$ cat config.mk
export PLATFORM = sky130hd
export DESIGN_NAME = adc_accum_decim
export DESIGN_NICKNAME = d
export VERILOG_FILES = /design/src/rtl/adc_ad_pkg.sv /design/src/rtl/adc_ad_cfg.sv /design/src/rtl/adc_ad_accum.sv /design/src/rtl/adc_ad_scale.sv /design/src/rtl/adc_ad_status.sv /design/src/rtl/adc_accum_decim.sv
export SDC_FILE = /design/constraint.sdc
export NUM_CORES = 1
export LEC_CHECK = 0
export ABC_AREA = 1
export BUFFER_PORTS_ARGS = -buffer_cell sky130_fd_sc_hd__buf_2
export CAP_MARGIN = 20
export CORE_MARGIN = 5
export CORE_UTILIZATION = 67
export CTS_BUF_LIST = sky130_fd_sc_hd__clkbuf_8
export DETAILED_ROUTE_END_ITERATION = 7
export GPL_TIMING_DRIVEN = 0
export PLACE_DENSITY = 0.95
export SETUP_SLACK_MARGIN = 0.02
export SYNTH_ARGS = -nofsm -noshare
export SYNTH_HDL_FRONTEND = slang
export SYNTH_SLANG_ARGS = --single-unit
$ cat constraint.sdc
create_clock -name clk_i -period 5.85 [get_ports clk_i]
set_input_delay 0.8775 -clock clk_i [delete_from_list [all_inputs] [get_ports clk_i]]
set_output_delay 0.8775 -clock clk_i [all_outputs]
set_load 0.05 [all_outputs]
$ cat src/rtl/adc_ad_pkg.sv
package adc_ad_pkg;
  typedef enum logic [2:0] {
    MODE_RAW12 = 3'd0,
    MODE_RAW10 = 3'd1,
    MODE_RAW8  = 3'd2,
    MODE_AVG   = 3'd3,
    MODE_OS13  = 3'd4,
    MODE_OS14  = 3'd5,
    MODE_OS15  = 3'd6,
    MODE_OS16  = 3'd7
  } adc_mode_e;

  localparam int unsigned OS_BASE = 3;
endpackage

$ cat src/rtl/adc_ad_cfg.sv
module adc_ad_cfg #(
  parameter int unsigned SAMPLE_W  = 12,
  parameter int unsigned MAX_LOG2  = 10,
  parameter int unsigned CSEL_W    = 4,
  parameter int unsigned SH_W      = 3,
  localparam int unsigned L2_W     = $clog2(MAX_LOG2 + 1)
) (
  input  logic [2:0]        mode_i,
  input  logic [CSEL_W-1:0] count_sel_i,
  input  logic [SH_W-1:0]   shift_sel_i,
  output logic [L2_W-1:0]   log2_n_o,
  output logic [SH_W-1:0]   shift_o
);
  import adc_ad_pkg::*;

  localparam int unsigned RAW_DROP10 = SAMPLE_W - 10;
  localparam int unsigned RAW_DROP8  = SAMPLE_W - 8;

  adc_mode_e mode;
  logic [CSEL_W-1:0] csel_clamped;

  assign mode = adc_mode_e'(mode_i);
  assign csel_clamped = (count_sel_i > CSEL_W'(MAX_LOG2)) ? CSEL_W'(MAX_LOG2) : count_sel_i;

  always_comb begin
    log2_n_o = '0;
    shift_o  = '0;
    unique case (mode)
      MODE_RAW12: ;
      MODE_RAW10: shift_o = SH_W'(RAW_DROP10);
      MODE_RAW8:  shift_o = SH_W'(RAW_DROP8);
      MODE_AVG: begin
        log2_n_o = L2_W'(csel_clamped);
        shift_o  = shift_sel_i;
      end
      default: begin
        // n extra bits: 4^n samples, shift by n
        log2_n_o = L2_W'(2 * (int'(mode_i) - int'(OS_BASE)));
        shift_o  = SH_W'(int'(mode_i) - int'(OS_BASE));
      end
    endcase
  end
endmodule

$ cat src/rtl/adc_ad_accum.sv
module adc_ad_accum #(
  parameter int unsigned SAMPLE_W = 12,
  parameter int unsigned MAX_LOG2 = 10,
  localparam int unsigned ACC_W   = SAMPLE_W + MAX_LOG2,
  localparam int unsigned CNT_W   = (MAX_LOG2 > 0) ? MAX_LOG2 : 1,
  localparam int unsigned L2_W    = $clog2(MAX_LOG2 + 1)
) (
  input  logic                clk_i,
  input  logic                rst_ni,
  input  logic                valid_i,
  input  logic [SAMPLE_W-1:0] sample_i,
  input  logic                flush_i,
  input  logic [L2_W-1:0]     log2_n_i,
  output logic                emit_o,
  output logic [ACC_W-1:0]    sum_o
);
  logic [ACC_W-1:0] acc_q;
  logic [CNT_W-1:0] cnt_q;
  logic [CNT_W:0]   target;
  logic             take;

  assign target = ((CNT_W+1)'(1) << log2_n_i) - (CNT_W+1)'(1);
  assign take   = valid_i && !flush_i;
  assign sum_o  = acc_q + ACC_W'(sample_i);
  assign emit_o = take && (cnt_q == target[CNT_W-1:0]);

  always_ff @(posedge clk_i or negedge rst_ni) begin
    if (!rst_ni) begin
      acc_q <= '0;
      cnt_q <= '0;
    end else if (flush_i || emit_o) begin
      acc_q <= '0;
      cnt_q <= '0;
    end else if (take) begin
      acc_q <= sum_o;
      cnt_q <= cnt_q + CNT_W'(1);
    end
  end
endmodule

$ cat src/rtl/adc_ad_scale.sv
module adc_ad_scale #(
  parameter int unsigned ACC_W    = 22,
  parameter int unsigned RESULT_W = 16,
  parameter int unsigned SH_W     = 3
) (
  input  logic                clk_i,
  input  logic                rst_ni,
  input  logic                emit_i,
  input  logic [ACC_W-1:0]    sum_i,
  input  logic [SH_W-1:0]     shift_i,
  output logic [RESULT_W-1:0] result_o,
  output logic                ready_o
);
  logic [ACC_W-1:0]    shifted;
  logic [RESULT_W-1:0] clipped;

  assign shifted = sum_i >> shift_i;

  generate
    if (ACC_W > RESULT_W) begin : g_sat
      assign clipped = (|shifted[ACC_W-1:RESULT_W]) ? {RESULT_W{1'b1}} : shifted[RESULT_W-1:0];
    end else begin : g_nosat
      assign clipped = RESULT_W'(shifted);
    end
  endgenerate

  always_ff @(posedge clk_i or negedge rst_ni) begin
    if (!rst_ni) begin
      result_o <= '0;
      ready_o  <= 1'b0;
    end else begin
      ready_o <= emit_i;
      if (emit_i) result_o <= clipped;
    end
  end
endmodule

$ cat src/rtl/adc_ad_status.sv
module adc_ad_status (
  input  logic clk_i,
  input  logic rst_ni,
  input  logic emit_i,
  input  logic ack_i,
  output logic pending_o,
  output logic overrun_o
);
  always_ff @(posedge clk_i or negedge rst_ni) begin
    if (!rst_ni) begin
      pending_o <= 1'b0;
      overrun_o <= 1'b0;
    end else begin
      pending_o <= emit_i || (pending_o && !ack_i);
      overrun_o <= !ack_i && (overrun_o || (emit_i && pending_o));
    end
  end
endmodule

$ cat src/rtl/adc_accum_decim.sv
module adc_accum_decim #(
  parameter int unsigned SAMPLE_W = 12,
  parameter int unsigned RESULT_W = 16,
  parameter int unsigned MAX_LOG2 = 10,
  parameter int unsigned CSEL_W   = 4,
  parameter int unsigned SH_W     = 3,
  localparam int unsigned ACC_W   = SAMPLE_W + MAX_LOG2,
  localparam int unsigned L2_W    = $clog2(MAX_LOG2 + 1)
) (
  input  logic                clk_i,
  input  logic                rst_ni,
  input  logic                sample_valid_i,
  input  logic [SAMPLE_W-1:0] sample_i,
  input  logic [2:0]          mode_i,
  input  logic [CSEL_W-1:0]   count_sel_i,
  input  logic [SH_W-1:0]     shift_sel_i,
  input  logic                flush_i,
  input  logic                read_ack_i,
  output logic [RESULT_W-1:0] result_o,
  output logic                result_ready_o,
  output logic                pending_o,
  output logic                overrun_o
);
  logic [L2_W-1:0]  log2_n;
  logic [SH_W-1:0]  shift;
  logic             emit;
  logic [ACC_W-1:0] sum;

  adc_ad_cfg #(
    .SAMPLE_W(SAMPLE_W), .MAX_LOG2(MAX_LOG2), .CSEL_W(CSEL_W), .SH_W(SH_W)
  ) u_cfg (
    .mode_i(mode_i), .count_sel_i(count_sel_i), .shift_sel_i(shift_sel_i),
    .log2_n_o(log2_n), .shift_o(shift)
  );

  adc_ad_accum #(
    .SAMPLE_W(SAMPLE_W), .MAX_LOG2(MAX_LOG2)
  ) u_accum (
    .clk_i(clk_i), .rst_ni(rst_ni), .valid_i(sample_valid_i), .sample_i(sample_i),
    .flush_i(flush_i), .log2_n_i(log2_n), .emit_o(emit), .sum_o(sum)
  );

  adc_ad_scale #(
    .ACC_W(ACC_W), .RESULT_W(RESULT_W), .SH_W(SH_W)
  ) u_scale (
    .clk_i(clk_i), .rst_ni(rst_ni), .emit_i(emit), .sum_i(sum), .shift_i(shift),
    .result_o(result_o), .ready_o(result_ready_o)
  );

  adc_ad_status u_status (
    .clk_i(clk_i), .rst_ni(rst_ni), .emit_i(emit), .ack_i(read_ack_i),
    .pending_o(pending_o), .overrun_o(overrun_o)
  );
endmodule

==> impl_metrics.toml <==
[route]
drt-total-wl_um = 12300
met3WireLength_um = 1100
wl_met2_um = 5800
wl_met1_um = 4920
remaining_drc_errors = 0
top_layer = "met4"
vias_per_cell = 5.93
drtIter0Drc = 670
post_drt_wl_per_cell_um = 14.8
ant_nets = 0
vias = 4917
drt-pass1-iter-count = 6

[critical_path]
critical-path-slowest-cell = "ha_1"
critical_path_class = "in2reg"
reg2reg_slack_ns = 2.93
startpoint = "mode_i[0]"
crit_top_cell = "nor2_1"
crit_fanout = 10
arrival_ns = 3.85
cp_slowest_stage_delay_ns = 0.26
cp_cell_sequence = "buf_2, ha_1, ha_1, buf_4, nor2_4, nand3_2, nand2_4, nor2_2, nand2_1, ha_1, xnor2_1, nor2_1, nand3_1, nor2_1, nand3_1, nor2_1, nand3_2, nor2_4, nor2_1, buf_4, inv_2, o21ai_1"
end_kind = "flip-flop"
worstPathRequired_ns = 6.05
r2r_end = "u_scale.result_o[6]$_DFFE_PN0P_"
worstRegToRegCells = 22
start_kind = "input pin"
reg2reg_from = "u_accum.acc_q[0]$_DFFE_PN0P_"

[final_layout]
drive_gt1_share_pct = 14.9
final_cells = 829
final_nets = 798
n_antenna_cell = 0
layout.cells.most_common = "nand2_1"
mostFrequentLayoutCells = "nand2_1, nand3_1, nor2_1, inv_1"
fin_area_mm2 = 0.00492
area.growth.synth_to_final_pct = 10.3

[timing]
setup_ws_ns = 2.20
min_period_ns = 3.65
finalHoldViolCount = 0
max_freq_mhz = 274
fin_tns_setup_ns = 0
finalSetupViolations = 0
whs_ns = 0.496
tightest_slew_ns = 0.591
skew_ns = 0.0124
min_period_over_period_pct = 62.4
drv_slew = 0
relSlewSlack_pct = 60.6
rsz0062_at_grt = "false"

[floorplan]
rows = 29
die_y_um = 91.6
pin_count = 46
fp.dieW_um = 91.6
die_area_mm2 = 0.00839
core_mm2 = 0.00642
start_util_pct = 69.5

[clock_tree]
cts_setup_buffers = 0
cts_tree = "yes"
cts.sinks = 51
h-tree-depth = 2
cts.repair.resized = 0
clkSlewWorstSetupHoldPaths_ns = 0.11
clk_path_buf_depth = 2
root_buffer = "clkbuf_8"
cts_hold_buffers = 0
worstSkewPairLatency_ns = 0.32
cts-buffers-inserted = 5

[synth]
postSynthCellCount = 698
synth_top_area_cell = "dfrtp_1"
avgSynthCellArea_um2 = 6.39
yosysWarnings = 0
netlist_area_mm2 = 0.00446
syn-num-nets = 745
yosysSeqAreaShare_pct = 28.6
synth.distinct_cells = 37
yosysTopAreaCellShare_pct = 28.6
synth_seq_cells = 51
synthTopCellsByArea = "dfrtp_1, nand2_1, nand3_1"

[power]
swShare_pct = 40.8
p_int_uw = 631
power.switching_uw = 436
power.share.clock_pct = 24.7
irDropWorstVdd_mv = 0.137
p_seq_share_pct = 35.6
p_comb_share_pct = 39.8
p_per_area_mw_per_mm2 = 217
p_leak_uw = 0.00267

[min_path]
hp-class = "in2async"

[placement]
post_dp_cell_area_mm2 = 0.00480
globalplace.congestion = 0.950
place_hpwl_um = 9410
dp.cells = 821
portBuffers = 45
dp_slack_ns = 1.87

[status]
status = "complete, no violations"

[grt]
grt_use_total_pct = 29.7
grt_pass1_vias = 4499
antenna_found_initial = 0
grt.overflow.total = 0
grt_pass1_wl_um = 20600
grt_max_degree = 35

[run]
drv_cap = 0
-- cells by family after synthesis --
group           Yosys count  synth area share, %
compound gates           41                 5.08
xor+xnor                 12                 2.36
fa+ha+maj                20                 5.78
buf+inv                  95                 8.92
flops                    51                 28.6
simple gates            479                 49.3
-- worst max-delay path: cells and delay by family --
| kind | cells | cell delay, ns |
|---|---|---|
| adder cells (fa/ha/maj) | 3 | 0.64 |
| AND/OR/NAND/NOR | 13 | 1.52 |
| buffers and inverters | 4 | 0.59 |
| AO/OA/AOI/OAI | 1 | 0.08 |
| XOR/XNOR | 1 | 0.13 |
-- per-stage QoR --
stage / total power [uW] / util, %
floorplan: 691 / -
finish: 1070 / 76.6
global route: 1130 / 76.6
CTS: 1050 / 76.6
global placement: 778 / 74.5
detailed placement: 794 / 74.8
-- final cells by class --
cell class                 count  area, um^2
inverter                      77         289
multi-input combinational    552        2790
fill                         527        1500
tap                           77        96.3
buffer                        18         109
sequential                    51        1280
clock buffer                   5        68.8
clock inverter                 3        47.5
timing repair buffer          46         245
-- power groups by stage --
stage | sequential (uW) | combinational (uW) | clock [uW]
2_1_floorplan | 397 | 295 | 0
3_5_place_dp | 386 | 408 | 0
3_3_place_gp | 385 | 393 | 0
5_1_grt | 382 | 465 | 280
4_1_cts | 379 | 412 | 263
6_report | 380 | 424 | 263
-- state kept, by name, indices dropped and copies added (netlist names) --
register / flops
u_accum.acc_q: 22
u_accum.cnt_q: 10
u_scale.ready_o: 1
u_scale.result_o: 16
u_status.overrun_o: 1
u_status.pending_o: 1
-- per-layer routing --
metal,up-vias,global-route usage (%)
li1,2357,-
met1,2212,37.5
met2,288,50.8
met3,60,4.30
met4,0,12.1
met5,-,0
-- how the worst max path moves through the flow --
stage,endpoint,slack [ns],depth (start not counted)
floorplan,u_accum.acc_q[4]$_DFFE_PN0P_,2.45,20
global placement,u_accum.acc_q[4]$_DFFE_PN0P_,2.01,21
detailed placement,u_accum.acc_q[4]$_DFFE_PN0P_,1.87,22
CTS,u_accum.acc_q[4]$_DFFE_PN0P_,2.19,22
global route,u_accum.acc_q[2]$_DFFE_PN0P_,1.92,22
finish,u_accum.acc_q[2]$_DFFE_PN0P_,2.20,22
-- synthesized netlist by cell type, drive strengths merged --
cell    number
nand2      215
nand3      141
nor2        89
inv         75
dfrtp       51
o21ai       23
ha          19
buf         13
a21oi       12
nor3        10
or2         10
nand3b       8
xnor2        6
xor2         6
clkbuf       5
nand4        4
clkinv       2
o211ai       2
o21bai       2
a22oi        1
a31oi        1
and2         1
fa           1
nor4         1
Note: power is estimated with default switching activity, not from simulation.
